<file path="src/rtl/dma_arb_pkg.sv">
package dma_arb_pkg;

    // Bus owner state
    typedef enum logic [1:0] {
        BUS_CPU_FREE = 2'd0,  // processor owns bus, DMA may take it
        BUS_CPU_OWED = 2'd1,  // processor owns bus, one access owed first
        BUS_DMA      = 2'd2   // a channel owns bus for one transfer
    } bus_state_e;

    // Width of a channel index, never less than one bit
    function automatic int idx_width(input int n);
        return (n > 1) ? $clog2(n) : 1;
    endfunction

endpackage

</file>
<file path="src/rtl/dma_req_flag.sv">
module dma_req_flag (
    input  logic clk,
    input  logic rst,
    input  logic en,
    input  logic req,
    input  logic take,
    output logic pending
);
    logic pending_q;

    // take clears, a request in the same cycle sets again, enable low discards
    always_ff @(posedge clk) begin
        if (rst)
            pending_q <= 1'b0;
        else if (!en)
            pending_q <= 1'b0;
        else
            pending_q <= (pending_q & ~take) | req;
    end

    assign pending = pending_q;
endmodule

</file>
<file path="src/rtl/dma_prio_pick.sv">
module dma_prio_pick #(
    parameter int NUM_CH = 2,
    parameter int CH_W   = 1
) (
    input  logic [NUM_CH-1:0] elig,
    output logic              any_elig,
    output logic [CH_W-1:0]   win_idx
);
    // lowest index wins: scan high to low, last hit stays
    always_comb begin
        any_elig = 1'b0;
        win_idx  = '0;
        for (int i = NUM_CH - 1; i >= 0; i--) begin
            if (elig[i]) begin
                any_elig = 1'b1;
                win_idx  = CH_W'(i);
            end
        end
    end
endmodule

</file>
<file path="src/rtl/dma_bus_owner.sv">
module dma_bus_owner
    import dma_arb_pkg::*;
#(
    parameter int NUM_CH = 2,
    parameter int CH_W   = 1
) (
    input  logic              clk,
    input  logic              rst,
    input  logic              any_elig,
    input  logic [CH_W-1:0]   win_idx,
    input  logic              cpu_access_done,
    input  logic              xfer_done,
    output logic [NUM_CH-1:0] take,
    output logic              grant_cpu,
    output logic [NUM_CH-1:0] grant_ch
);
    bus_state_e      state_q, state_n;
    logic [CH_W-1:0] idx_q;
    logic            grant_now;

    always_comb begin
        grant_now = 1'b0;
        state_n   = state_q;
        unique case (state_q)
            BUS_CPU_FREE: begin
                if (any_elig) begin
                    grant_now = 1'b1;
                    state_n   = BUS_DMA;
                end
            end
            BUS_CPU_OWED: begin
                if (cpu_access_done) begin
                    grant_now = any_elig;
                    state_n   = any_elig ? BUS_DMA : BUS_CPU_FREE;
                end
            end
            BUS_DMA: begin
                if (xfer_done)
                    state_n = BUS_CPU_OWED;
            end
            default: state_n = BUS_CPU_FREE;
        endcase
    end

    always_ff @(posedge clk) begin
        if (rst) begin
            state_q <= BUS_CPU_FREE;
            idx_q   <= '0;
        end else begin
            state_q <= state_n;
            if (grant_now)
                idx_q <= win_idx;
        end
    end

    always_comb begin
        for (int i = 0; i < NUM_CH; i++) begin
            take[i]     = grant_now && (win_idx == CH_W'(i));
            grant_ch[i] = (state_q == BUS_DMA) && (idx_q == CH_W'(i));
        end
    end

    assign grant_cpu = (state_q != BUS_DMA);
endmodule

</file>
<file path="src/rtl/dma_bus_arbiter.sv">
module dma_bus_arbiter #(
    parameter int NUM_CH = 2
) (
    input  logic              clk,
    input  logic              rst,
    input  logic [NUM_CH-1:0] ch_en,
    input  logic [NUM_CH-1:0] ch_req,
    input  logic              cpu_access_done,
    input  logic              xfer_done,
    output logic              grant_cpu,
    output logic [NUM_CH-1:0] grant_ch
);
    localparam int CH_W = dma_arb_pkg::idx_width(NUM_CH);

    logic [NUM_CH-1:0] pending;
    logic [NUM_CH-1:0] elig;
    logic [NUM_CH-1:0] take;
    logic              any_elig;
    logic [CH_W-1:0]   win_idx;

    for (genvar g = 0; g < NUM_CH; g++) begin : g_flag
        dma_req_flag u_flag (
            .clk     (clk),
            .rst     (rst),
            .en      (ch_en[g]),
            .req     (ch_req[g]),
            .take    (take[g]),
            .pending (pending[g])
        );
    end

    assign elig = pending & ch_en;

    dma_prio_pick #(.NUM_CH(NUM_CH), .CH_W(CH_W)) u_pick (
        .elig     (elig),
        .any_elig (any_elig),
        .win_idx  (win_idx)
    );

    dma_bus_owner #(.NUM_CH(NUM_CH), .CH_W(CH_W)) u_owner (
        .clk             (clk),
        .rst             (rst),
        .any_elig        (any_elig),
        .win_idx         (win_idx),
        .cpu_access_done (cpu_access_done),
        .xfer_done       (xfer_done),
        .take            (take),
        .grant_cpu       (grant_cpu),
        .grant_ch        (grant_ch)
    );
endmodule

</file>
<file path="config.mk">
export PLATFORM = sky130hd
export DESIGN_NAME = dma_bus_arbiter
export DESIGN_NICKNAME = d
export VERILOG_FILES = /design/src/rtl/dma_arb_pkg.sv /design/src/rtl/dma_req_flag.sv /design/src/rtl/dma_prio_pick.sv /design/src/rtl/dma_bus_owner.sv /design/src/rtl/dma_bus_arbiter.sv
export SDC_FILE = /design/constraint.sdc
export NUM_CORES = 1
export LEC_CHECK = 0
export BUFFER_PORTS_ARGS = -buffer_cell sky130_fd_sc_hd__buf_2
export CORE_AREA = 2 2 39 41
export DETAILED_ROUTE_END_ITERATION = 8
export DIE_AREA = 0 0 41 43
export SLEW_MARGIN = 5
export SYNTH_ARGS = -nofsm -noshare
export SYNTH_HDL_FRONTEND = slang
export SYNTH_SLANG_ARGS = --single-unit
</file>
<file path="constraint.sdc">
create_clock -name clk -period 1.9 [get_ports clk]
set_input_delay 0.095 -clock clk [delete_from_list [all_inputs] [get_ports clk]]
set_output_delay 0.095 -clock clk [all_outputs]
set_load 0.02 [all_outputs]
</file>
# --- Word-level counts from Yosys, hierarchy flattened ---
# Index checks and enable logic that the tools add are counted.
classes:
  eq_ne: 6
  reduce_logical: 8
  mux: 11
  bitwise: 11
op_table:
  columns: ["cell", "n"]
  rows:
  - ["two-way mux 2 bit", 4]
  - ["!= test 2 bit, second input constant", 3]
  - ["inverter 1 bit", 6]
  - ["case mux 2 bit (3 select lines)", 1]
  - ["two-way mux 1 bit", 5]
  - ["logical AND 1 bit", 4]
  - ["OR reduction 2 bit", 2]
  - ["AND reduction 3 bit", 1]
  - ["AND 1 bit", 2]
  - ["AND 2 bit", 1]
  - ["equality test 2 x 1 -> 1 bit, second input constant", 1]
  - ["equality test 2 bit, second input constant", 1]
  - ["zero test 2 bit", 1]
  - ["!= test 2 x 1 -> 1 bit, second input constant", 1]
  - ["OR 1 bit", 2]
  - ["case mux 1 bit (2 select lines)", 1]
totals:
  inputBits: 8
  ff_bits: 5
  out_inout_bits: 3

# --- Longest topological paths before layout ---
# Gate-level depths: netlist (run 1).
logic_depth:
  ltp_word: 9
  depth_mapped: 3
  mapped_depth_nobuf: 3

# --- Modules after synthesis ---
# Synthesis (run 1) repeated with hierarchy kept, for this count alone.
unflattened:
  cells_unflattened: 32
  area_unflattened_um2: 276.5
by_module_without_submodules:
  columns: ["mod", "area_each_um2", "cells_each", "n_inst", "seq_area_each_um2"]
  rows:
  - ["dma_bus_owner", 168.9, 20, 1, 60.1]
  - ["dma_req_flag", 40.0, 4, 2, 20.0]
  - ["dma_prio_pick", 15.0, 2, 1, 0.0]
  - ["dma_bus_arbiter", 12.5, 2, 1, 0.0]

# --- Least setup slack after synthesis (run 1) ---
# No wires, ideal clock.
synth_path:
  path_kind: "register to register"
  from: "reg u_owner.state_q[0]"
  to: "reg u_owner.idx_q"
  path_slack_ns: 0.854
  t_arrival_ns: 0.960
  period_less_slack_ns: 1.046
  path_buffers: 0
  t_required_ns: 1.814
  stages_incl_launch_ff: 4
  path_cell_list: "dfxtp_1 nor2b_4 or3_1 a221oi_2"
synth_via:
  elab_chain_len: 2
  word_cells_on_any_way: 3
  cone_classes: "1 x eq/ne; 1 x mux; 1 x reduce/logical"
synth_rtl:
  columns: ["item", "line", "source"]
  rows:
  - ["start: declaration", "dma_bus_owner.sv:17", "bus_state_e state_q, state_n;"]
  - ["start signal: assignment", "dma_bus_owner.sv:50", "state_q <= state_n;"]
  - ["equality test 2 x 1 -> 1 bit or zero test 2 bit (tied branches)", "dma_bus_owner.sv:24", "unique case (state_q)"]
  - ["case mux 1 bit (2 select lines) *", "dma_bus_owner.sv:24", null]
  - ["end signal: assignment", "dma_bus_owner.sv:52", "idx_q <= win_idx;"]
  - ["end: declaration", "dma_bus_owner.sv:18", "logic [CH_W-1:0] idx_q;"]
# Every way passes the cells marked *; elsewhere a longest branch is shown, timed or not.
# A chain may end at the register's enable or synchronous reset.

# --- Worst setup path after layout (run 1) ---
layout_path:
  from: "reg u_owner.state_q[1]"
  to: "out grant_ch[0]"
layout_via:
  elab_chain_len: 2
layout_rtl:
  columns: ["item", "line", "source"]
  rows:
  - ["equality test 2 bit", "dma_bus_owner.sv:59", "grant_ch[i] = (state_q == BUS_DMA) && (idx_q == CH_W'(i));"]
  - ["logical AND 1 bit", "dma_bus_owner.sv:59", null]
  - ["end: declaration", "dma_bus_arbiter.sv:11", "output logic [NUM_CH-1:0] grant_ch"]
# Every way passes these cells.

==> results.txt, run 1 <==
number of fill cells: 152
commonest non-fill, non-tap cells in the layout: buf_2, nor2_1, dfxtp_1
aggregate routed wire length: 574 µm
IO Pins: 11
post-synthesis cell area: 253 µm²
status: finished, final reports clean
most area-consuming cells after synthesis: dfxtp_1, nor2_1, a21oi_1, a221oi_2, nor2b_4
Worst path depth: 3
Netlist cell types: 16
maximum number of pins on one net before global-route repair: 8
total via count in the routed design: 249
Max Clock Skew: 0.00393 ns
maximum root-to-sink buffer count: 2
share of flip-flops with an asynchronous set or reset after synthesis: 0%
area occupied by multi-input gates: 145 µm²
register bit count reported by yosys: 5
routed wl met3: 53 µm
CP arrival: 1.05 ns
clock sinks: 5
capturing element type of the critical path: output pin
vias per cell: 4.15
Final Net Count: 53
sum of negative setup slack: 0 ns
Clock Pin Slew Worst Setup and Hold Paths: 0.04 ns
count of flip-flops with a built-in enable after synthesis: 0
number of buffers added to fix hold violations after cts: 0
TritonCTS Buffers: 3
pwr dens: 761 nW/µm²
total die area: 1760 µm²
DRC viols: 0
total power: 266 µW
met1 routed wirelength after detailed routing: 241 µm
total number of yosys warnings: 0
number of levels the H-tree was split into: 1
Register Area: 100 µm²
cell depth of the worst hold path: 3
post-synthesis cell type with the largest combined area: dfxtp_1
final weighted congestion of routability-driven global placement: 0.705
combined global-route utilization of all metal layers: 8.95%
antenna diode instance count: 0
post-CTS setup-driven buffer insertion count: 0
first-pass iteration count of the detailed router: 2
Fin. Hold Viols: 0
detailed-route wire length per cell: 9.57 µm
share of post-route cells with drive strength above 1: 40.9%
largest voltage drop on the vdd net: 376 µV
cts repair resizes: 0
sum of buffers and inverters on the critical path: 1
Synthesized Nets: 38
CP Data Required Time: 1.80 ns
number of port buffers: 10
max-slew violation count: 0
max frequency: 0.872 GHz
biggest fanout along the worst timing path: 7
Post-Syn Instances: 30
first-pass GRT wire length: 952 µm
CTS tree: done
effective utilization at floorplan: 18.3%
worst relative slew slack: 84.5%
leftover overflow at the end of global routing: 0
Area growth syn-to-layout: 38.1%
type of the worst setup path: reg -> out
row cnt: 14
Worst-Skew Late Latency: 0.24 ns
initial detailed-routing violation count: 2
largest delay contributor family on the critical path: flip-flops
minimum clock period: 1.15 ns
sequential-to-total area share from yosys stat: 39.6%
class of the tightest hold or removal check: in -> reg
period utilisation layout: 60.4%
master cell of the clock root buffer: clkbuf_4
R2R cell count: 3
horizontal die dimension: 41 µm
core outline area: 1380 µm²
startpoint type of the worst setup path: register
share of the synthesized area in the top cell type: 39.6%
Worst-Margin Slew: 0.233 ns
uppermost layer routed: met3
vias in the first global route: 239
average cell area after synthesis: 8.42 µm²
antenna violations before repair: 0
setup repair after global routing missed its margin: no
leakage power: 0.000138 µW
commonest non-fill, non-tap cell in the layout: buf_2
total setup violations reported at the end of the flow: 0
antenna-violating nets left: 0
sequence of cells on the critical path: nand2b_2 > nor2_1 > buf_2
Slowest cell on crit path: dfxtp_1
max-capacitance violation count: 0
critical path's largest stage delay: 0.44 ns
most instantiated flip-flop cell in the synthesis netlist: dfxtp_1
Met2 Wirelength: 279 µm
height of the chip: 43 µm
## Yosys cell counts (all sizes together), types with 2 or more instances
master,number
a21oi,3
nand2,2
nor2,6
nor2b,2
inv,2
dfxtp,5
nand2b,2
o21ai,2
## power breakdown
group | switching [µW] | internal, µW
Clock | 44.8 | 79.5
Sequential | 3.39 | 109
Combinational | 14.8 | 14.1
Total | 63.0 | 203
## tightest hold or removal path, cell delays in order
cell and delay [ns]:
buf_2 0.09, inv_1 0.04, a21oi_1 0.05
## logic make-up (layout without fill, tap and decap cells)
| group | after synthesis | in the layout | share of synthesized area, % |
|---|---|---|---|
| compound gates | 8 | 8 | 23.3 |
| flops | 5 | 5 | 39.6 |
| buf+inv | 2 | 16 | 2.97 |
| simple gates | 15 | 15 | 34.2 |
## metal layers
| layer | vias up | global-route usage [%] |
|---|---|---|
| met5 | - | 0 |
| li1 | 130 | - |
| met4 | 0 | 4.00 |
| met3 | 0 | 9.95 |
| met1 | 111 | 8.09 |
| met2 | 8 | 12.2 |
## through the flow
step	util (%)	setup WS (ns)	hold WS [ns]	area, µm²	std cells
2_1_floorplan	-	0.854	0.161	253	30
3_3_place_gp	23.3	0.838	0.332	323	56
3_5_place_dp	23.3	0.813	0.329	323	56
4_1_cts	25.2	0.745	0.0690	349	60
5_1_grt	25.2	0.626	0.0630	349	60
6_report	25.2	0.753	0.0785	349	60
## layout make-up
class | count | share of cell area, %
Sequential cell | 5 | 28.7
Clock buffer | 4 | 7.53
Tap cell | 16 | 5.73
Inverter | 2 | 2.15
Multi-Input combinational cell | 23 | 41.6
Timing Repair Buffer | 10 | 14.3
## sequential cells by signal, summed over array words and instances, names as in the netlist
| register | flops |
|---|---|
| g_flag.u_flag.pending | 2 |
| u_owner.idx_q | 1 |
| u_owner.state_q | 2 |
## final timing paths
path	start	to	slack [ns]
worst max-delay path	u_owner.state_q[1]	grant_ch[0]	0.75
worst min-delay path	ch_req[0]	g_flag[0].u_flag.pending	0.08
worst max register to register	u_owner.state_q[0]	u_owner.idx_q	0.81
worst min register to register	u_owner.state_q[0]	u_owner.state_q[0]	0.49
(Power assumes the default switching activity.)
==> run 2: changes to the inputs <==
--- a/config.mk
+++ b/config.mk
@@ -5,6 +5,7 @@
 export SDC_FILE = /design/constraint.sdc
 export NUM_CORES = 1
 export LEC_CHECK = 0
+export ABC_AREA = 1
 export BUFFER_PORTS_ARGS = -buffer_cell sky130_fd_sc_hd__buf_2
 export CORE_AREA = 2 2 39 41
 export DETAILED_ROUTE_END_ITERATION = 8
==> constraint.sdc (replaced) <==
create_clock -name clk -period 1.13 [get_ports clk]
set_input_delay 0.0565 -clock clk [delete_from_list [all_inputs] [get_ports clk]]
set_output_delay 0.0565 -clock clk [all_outputs]
set_load 0.02 [all_outputs]
==> results.txt, run 2 <==
antenna diode instance count: 0 (unchanged)
master cell of the clock root buffer: clkbuf_4
maximum root-to-sink buffer count: 2 (unchanged)
most instantiated flip-flop cell in the synthesis netlist: dfxtp_1
count leader, synth: nand2_1
share of flip-flops with an asynchronous set or reset after synthesis: 0% (unchanged)
top cells by instance count after synthesis: nand2_1, dfxtp_1, inv_1
total via count in the routed design: 238 (-4.4%)
final standard cell utilization of the core: 23.9% (-1.4 points)
commonest non-fill, non-tap cells in the layout: nand2_1, buf_2, inv_1, dfxtp_1, a21oi_1
share of post-route cells with drive strength above 1: 34.0% (-6.9 points)
total setup violations reported at the end of the flow: 0 (unchanged)
synthesized-area fraction occupied by xor and xnor cells: 0% (unchanged)
number of port buffers: 10 (unchanged)
largest voltage drop on the vdd net: 479 µV (+27%)
final weighted congestion of routability-driven global placement: 0.721 (+2.4%)
Clock Pin Slew Worst Setup and Hold Paths: 0.04 ns (about the same)
status: finished, final reports clean
vias in the first global route: 213 (-11%)
post-CTS setup-driven buffer insertion count: 0 (unchanged)
capturing element type of the critical path: output pin
r2r setup slk: 0.24 ns (-0.57 ns)
max-slew violation count: 0 (unchanged)
CP arrival: 0.98 ns (-0.07 ns)
period utilisation layout: 92.0%
R2R cell count: 5 (+2)
Max Clock Skew: 0.00256 ns (-0.00137 ns)
horizontal die dimension: 41 µm (unchanged)
multiplexer fraction of the synthesized cell area: 0% (unchanged)
Post-Syn Instances: 36 (+20%)
initial detailed-routing violation count: 4 (+2)
IO Pins: 11 (unchanged)
worst min-delay path startpoint: rst
height of the chip: 43 µm (unchanged)
sequence of cells on the critical path: inv_2 > nor2_2 > inv_2 > nor2_1 > buf_2
post-DP HPWL: 364 µm
most area-consuming cells after synthesis: dfxtp_1, nand2_1, a21oi_1, inv_1, nor2_1
antenna violations before repair: 0 (unchanged)
Fin. Hold Viols: 0 (unchanged)
Worst-Skew Late Latency: 0.24 ns (about the same)
combinational family with the most area after synthesis: simple AND/OR/NAND/NOR gates
largest delay contributor family on the critical path: flip-flops
start of the worst register-to-register path: u_owner.state_q[1]
minimum clock period: 1.04 ns
sum of buffers and inverters on the critical path: 3 (+2)
Worst-Margin Slew: 0.130 ns (-0.103 ns)
core outline area: 1380 µm² (unchanged)
post-synthesis cell type with the largest combined area: dfxtp_1
startpoint type of the worst setup path: register
max-capacitance violation count: 0 (unchanged)
simple-gate area share of the yosys netlist: 33.7% (-0.47 points)
endpoint of the worst-slack reg-to-reg timing path: u_owner.state_q[1]
Slowest cell on crit path: dfxtp_1
combined global-route utilization of all metal layers: 6.94% (-2.0 points)
setup repair after global routing missed its margin: no
number of levels the H-tree was split into: 1 (unchanged)
clock sinks: 5 (unchanged)
Final Net Count: 59 (+11%)
worst relative slew slack: 91.3% (+6.8 points)
DRC viols: 0 (unchanged)
critical path's largest stage delay: 0.31 ns (-0.13 ns)
CP Data Required Time: 1.07 ns (-0.73 ns)
vias per cell: 3.61 (-13%)
destination of the worst hold path: u_owner.state_q[1]
biggest fanout along the worst timing path: 4 (-3)
sequential-to-total area share from yosys stat: 42.8% (+3.2 points)
compound-gate portion of the synthesized area: 12.3% (-11 points)
number of fill cells: 170 (+12%)
sum of negative setup slack: 0 ns (unchanged)
post-synthesis cell area: 234 µm² (-7.4%)
average cell area after synthesis: 6.50 µm² (-23%)
TritonCTS Buffers: 3 (unchanged)
Area growth syn-to-layout: 41.2%
first-pass GRT wire length: 786 µm (-17%)
register bit count reported by yosys: 5 (unchanged)
first-pass iteration count of the detailed router: 3 (+1)
share of the synthesized area in the top cell type: 42.8% (+3.2 points)
cell depth of the worst hold path: 2 (-1)
detailed-route wire length per cell: 6.98 µm (-27%)
count of flip-flops with a built-in enable after synthesis: 0 (unchanged)
final critical-path setup slack: 0.0906 ns (-0.662 ns)
row cnt: 14 (unchanged)
leakage power: 0.000168 µW (+22%)
class of the tightest hold or removal check: in -> reg
pwr dens: 1340 nW/µm² (+76%)
total number of yosys warnings: 0 (unchanged)
CTS tree: done
Netlist cell types: 11 (-5)
antenna-violating nets left: 0 (unchanged)
effective utilization at floorplan: 16.9% (-1.4 points)
post-placement worst setup slack: 0.246 ns (-0.567 ns)
Synthesized Nets: 44 (+16%)
type of the worst setup path: reg -> out
maximum number of pins on one net before global-route repair: 6 (-2)
cell type with the highest occurrence count on the critical path: inv_2
commonest non-fill, non-tap cell in the layout: nand2_1
total power: 442 µW (+66%)
adder and majority gate portion of the synthesized area: 0% (unchanged)
number of buffers added to fix hold violations after cts: 0 (unchanged)
cts repair resizes: 0 (unchanged)
max frequency: 0.962 GHz
total die area: 1760 µm² (unchanged)
leftover overflow at the end of global routing: 0 (unchanged)
aggregate routed wire length: 461 µm (-20%)
## run 2: changes by cell type after synthesis, moves of 2 or more
cell / previous run / this run
inv_1: 2 / 5
inv_2: 0 / 2
nand2_1: 2 / 12
nor2_1: 6 / 3
o21ai_0: 2 / 0
## run 2: logic make-up (layout without fill, tap and decap cells)
kind of cell           Yosys count  count (layout)
DFF                              5               5
buffers and inverters            7              21
and+or+nand+nor                 19              19
AOI/OAI and AO/OA                5               5
## run 2: area by class of cell
cell class                 count  area (µm²)  share of cell area (%)
timing repair buffer          10        50.0                    15.2
clock buffer                   4        26.3                    7.95
inverter                       7        26.3                    7.95
sequential                     5         100                    30.3
multi-input combinational     24         108                    32.6
tap                           16        20.0                    6.06
## run 2: stage by stage
stage               cell area, µm²  instances  hold slack (ns)
CTS                            330         66           0.0281
detailed placement             304         62            0.287
finish                         330         66           0.0385
global placement               304         62            0.286
global route                   330         66           0.0418
floorplan                      234         36            0.119
## run 2: worst max path at each step
stage	from	to	slack, ns	cells past startpoint
after floorplan	u_owner.state_q[1]	u_owner.state_q[1]	0.25	5
after global placement	u_owner.state_q[1]	u_owner.state_q[1]	0.26	5
after detailed placement	u_owner.state_q[1]	u_owner.state_q[1]	0.25	5
after CTS	u_owner.state_q[1]	grant_ch[1]	0.07	5
after global routing	u_owner.state_q[1]	grant_ch[1]	0.002	5
final	u_owner.state_q[1]	grant_ch[1]	0.09	5
## run 2: power by group
group	internal [µW]	switching (µW)	total, µW
Sequential	184	3.27	188
Combinational	21.5	29.9	51.4
Clock	133	69.3	203
## run 2: per-layer routing
layer	share of wire [%]	up-vias	global-route usage, %
li1	-	137	-
met1	50	93	9.39
met2	40	8	7.81
met3	9.5	0	3.14
met4	0	0	6.00
met5	0	-	0
==> run 3: changes to the inputs <==
--- a/config.mk
+++ b/config.mk
@@ -10,6 +10,7 @@
 export CORE_AREA = 2 2 39 41
 export DETAILED_ROUTE_END_ITERATION = 8
 export DIE_AREA = 0 0 41 43
+export GPL_TIMING_DRIVEN = 0
 export SLEW_MARGIN = 5
 export SYNTH_ARGS = -nofsm -noshare
 export SYNTH_HDL_FRONTEND = slang
==> results.txt, run 3 (synthesized netlist as in run 2, its figures left out) <==
IO Pins: 11 (unchanged)
antenna diode instance count: 0 (unchanged)
DRC viols: 0 (unchanged)
row cnt: 14 (unchanged)
Worst Hold Margin: 0.0347 ns (-0.00381 ns)
Clock Pin Slew Worst Setup and Hold Paths: 0.04 ns (about the same)
class of the tightest hold or removal check: in -> reg
share of post-route cells with drive strength above 1: 34.0% (unchanged)
pwr dens: 1340 nW/µm² (+0.23%)
total die area: 1760 µm² (unchanged)
r2r setup slk: 0.24 ns (about the same)
combined global-route utilization of all metal layers: 6.73% (-0.21 points)
first-pass GRT wire length: 793 µm (+0.89%)
max-capacitance violation count: 0 (unchanged)
maximum number of pins on one net before global-route repair: 6 (unchanged)
initial detailed-routing violation count: 4 (unchanged)
antenna violations before repair: 0 (unchanged)
max frequency: 0.967 GHz (+0.56%)
commonest non-fill, non-tap cell in the layout: nand2_1
CP Data Required Time: 1.07 ns (about the same)
worst relative slew slack: 91.1% (-0.22 points)
type of the worst setup path: reg -> out
status: finished, final reports clean
post-DP HPWL: 372 µm (+2.0%)
biggest fanout along the worst timing path: 4 (unchanged)
number of buffers added to fix hold violations after cts: 0 (unchanged)
Fin. Hold Viols: 0 (unchanged)
Slowest cell on crit path: dfxtp_1
max-slew violation count: 0 (unchanged)
final weighted congestion of routability-driven global placement: 0.728 (+0.86%)
vias per cell: 3.59 (-0.42%)
total via count in the routed design: 237 (-0.42%)
cell type with the highest occurrence count on the critical path: inv_2
core outline area: 1380 µm² (unchanged)
routed wl met3: 40 µm (-9.1%)
maximum root-to-sink buffer count: 2 (unchanged)
Worst-Skew Late Latency: 0.24 ns (about the same)
vias in the first global route: 215 (+0.94%)
startpoint type of the worst setup path: register
commonest non-fill, non-tap cells in the layout: nand2_1, buf_2, inv_1, dfxtp_1, a21oi_1
number of levels the H-tree was split into: 1 (unchanged)
total setup violations reported at the end of the flow: 0 (unchanged)
Max Clock Skew: 0.000367 ns (-0.00219 ns)
clock sinks: 5 (unchanged)
final standard cell utilization of the core: 23.9% (unchanged)
worst min-delay path startpoint: rst
period utilisation layout: 91.5% (-0.52 points)
sequence of cells on the critical path: inv_2 > nor2_2 > inv_2 > nor2_1 > buf_2
aggregate routed wire length: 459 µm (-0.43%)
height of the chip: 43 µm (unchanged)
effective utilization at floorplan: 16.9% (unchanged)
TritonCTS Buffers: 3 (unchanged)
CP arrival: 0.98 ns (about the same)
Met2 Wirelength: 185 µm (unchanged)
leftover overflow at the end of global routing: 0 (unchanged)
horizontal die dimension: 41 µm (unchanged)
number of port buffers: 10 (unchanged)
setup repair after global routing missed its margin: no
Area growth syn-to-layout: 41.2% (unchanged)
master cell of the clock root buffer: clkbuf_4
uppermost layer routed: met3
CTS tree: done
capturing element type of the critical path: output pin
Worst-Margin Slew: 0.133 ns (+0.00325 ns)
detailed-route wire length per cell: 6.95 µm (-0.43%)
critical path's largest stage delay: 0.31 ns (about the same)
largest voltage drop on the vdd net: 543 µV (+13%)
R2R cell count: 5 (unchanged)
leakage power: 0.000168 µW (unchanged)
Non-Filler Instances: 66 (unchanged)
Cell Count Post-Placement: 62 (unchanged)
endpoint of the worst-slack reg-to-reg timing path: u_owner.state_q[1]
Final Net Count: 59 (unchanged)
first-pass iteration count of the detailed router: 4 (+1)
post-CTS setup-driven buffer insertion count: 0 (unchanged)
met1 routed wirelength after detailed routing: 233 µm (+0.87%)
cts repair resizes: 0 (unchanged)
minimum clock period: 1.03 ns (-0.00584 ns)
antenna-violating nets left: 0 (unchanged)
critical path launch point: u_owner.state_q[1]
sum of negative setup slack: 0 ns (unchanged)
critical path endpoint: grant_ch[0]
start of the worst register-to-register path: u_owner.state_q[1]
==> run 3: layer usage <==
metal | up-vias | global-route usage (%)
met1 | 94 | 9.65
met3 | 0 | 1.57
met4 | 0 | 6.00
met2 | 8 | 7.81
li1 | 135 | -
met5 | - | 0
==> run 3: metrics by stage <==
| step | cell area (µm²) | total power (µW) | setup slack [ns] |
|---|---|---|---|
| after global routing | 330 | 478 | 0.0176 |
| final | 330 | 443 | 0.0964 |
| after floorplan | 234 | 220 | 0.250 |
| after CTS | 330 | 459 | 0.0830 |
| after detailed placement | 304 | 243 | 0.244 |
| after global placement | 304 | 242 | 0.259 |
==> run 3: area by class of cell <==
| cell class | instances | area [µm²] |
|---|---|---|
| flip-flops and latches | 5 | 100 |
| clock buffers | 4 | 26.3 |
| repair buffers | 10 | 50.0 |
| multi-input cells | 24 | 108 |
| inverters | 7 | 26.3 |
| fillers | 160 | 1050 |
| well taps | 16 | 20.0 |
==> run 3: worst min-delay path by stage <==
| stage | end | depth (start not counted) | slack [ns] |
|---|---|---|---|
| 2_1_floorplan | u_owner.state_q[1] | 1 | 0.12 |
| 3_3_place_gp | u_owner.state_q[1] | 2 | 0.28 |
| 3_5_place_dp | u_owner.state_q[1] | 2 | 0.29 |
| 4_1_cts | u_owner.state_q[1] | 2 | 0.03 |
| 5_1_grt | u_owner.state_q[1] | 2 | 0.04 |
| 6_report | u_owner.state_q[1] | 2 | 0.03 |
==> run 3: worst max-delay path: cells and delay by family (launching register included) <==
family,cells,cell delay (ns)
flip-flops,1,0.31
buffers and inverters,3,0.27
AND/OR/NAND/NOR,2,0.15
==> run 3: report_power, final <==
group | total [µW] | internal, µW | switching [µW]
registers | 188 | 184 | 3.18
clock network | 204 | 133 | 70.5
logic | 51.2 | 21.5 | 29.7
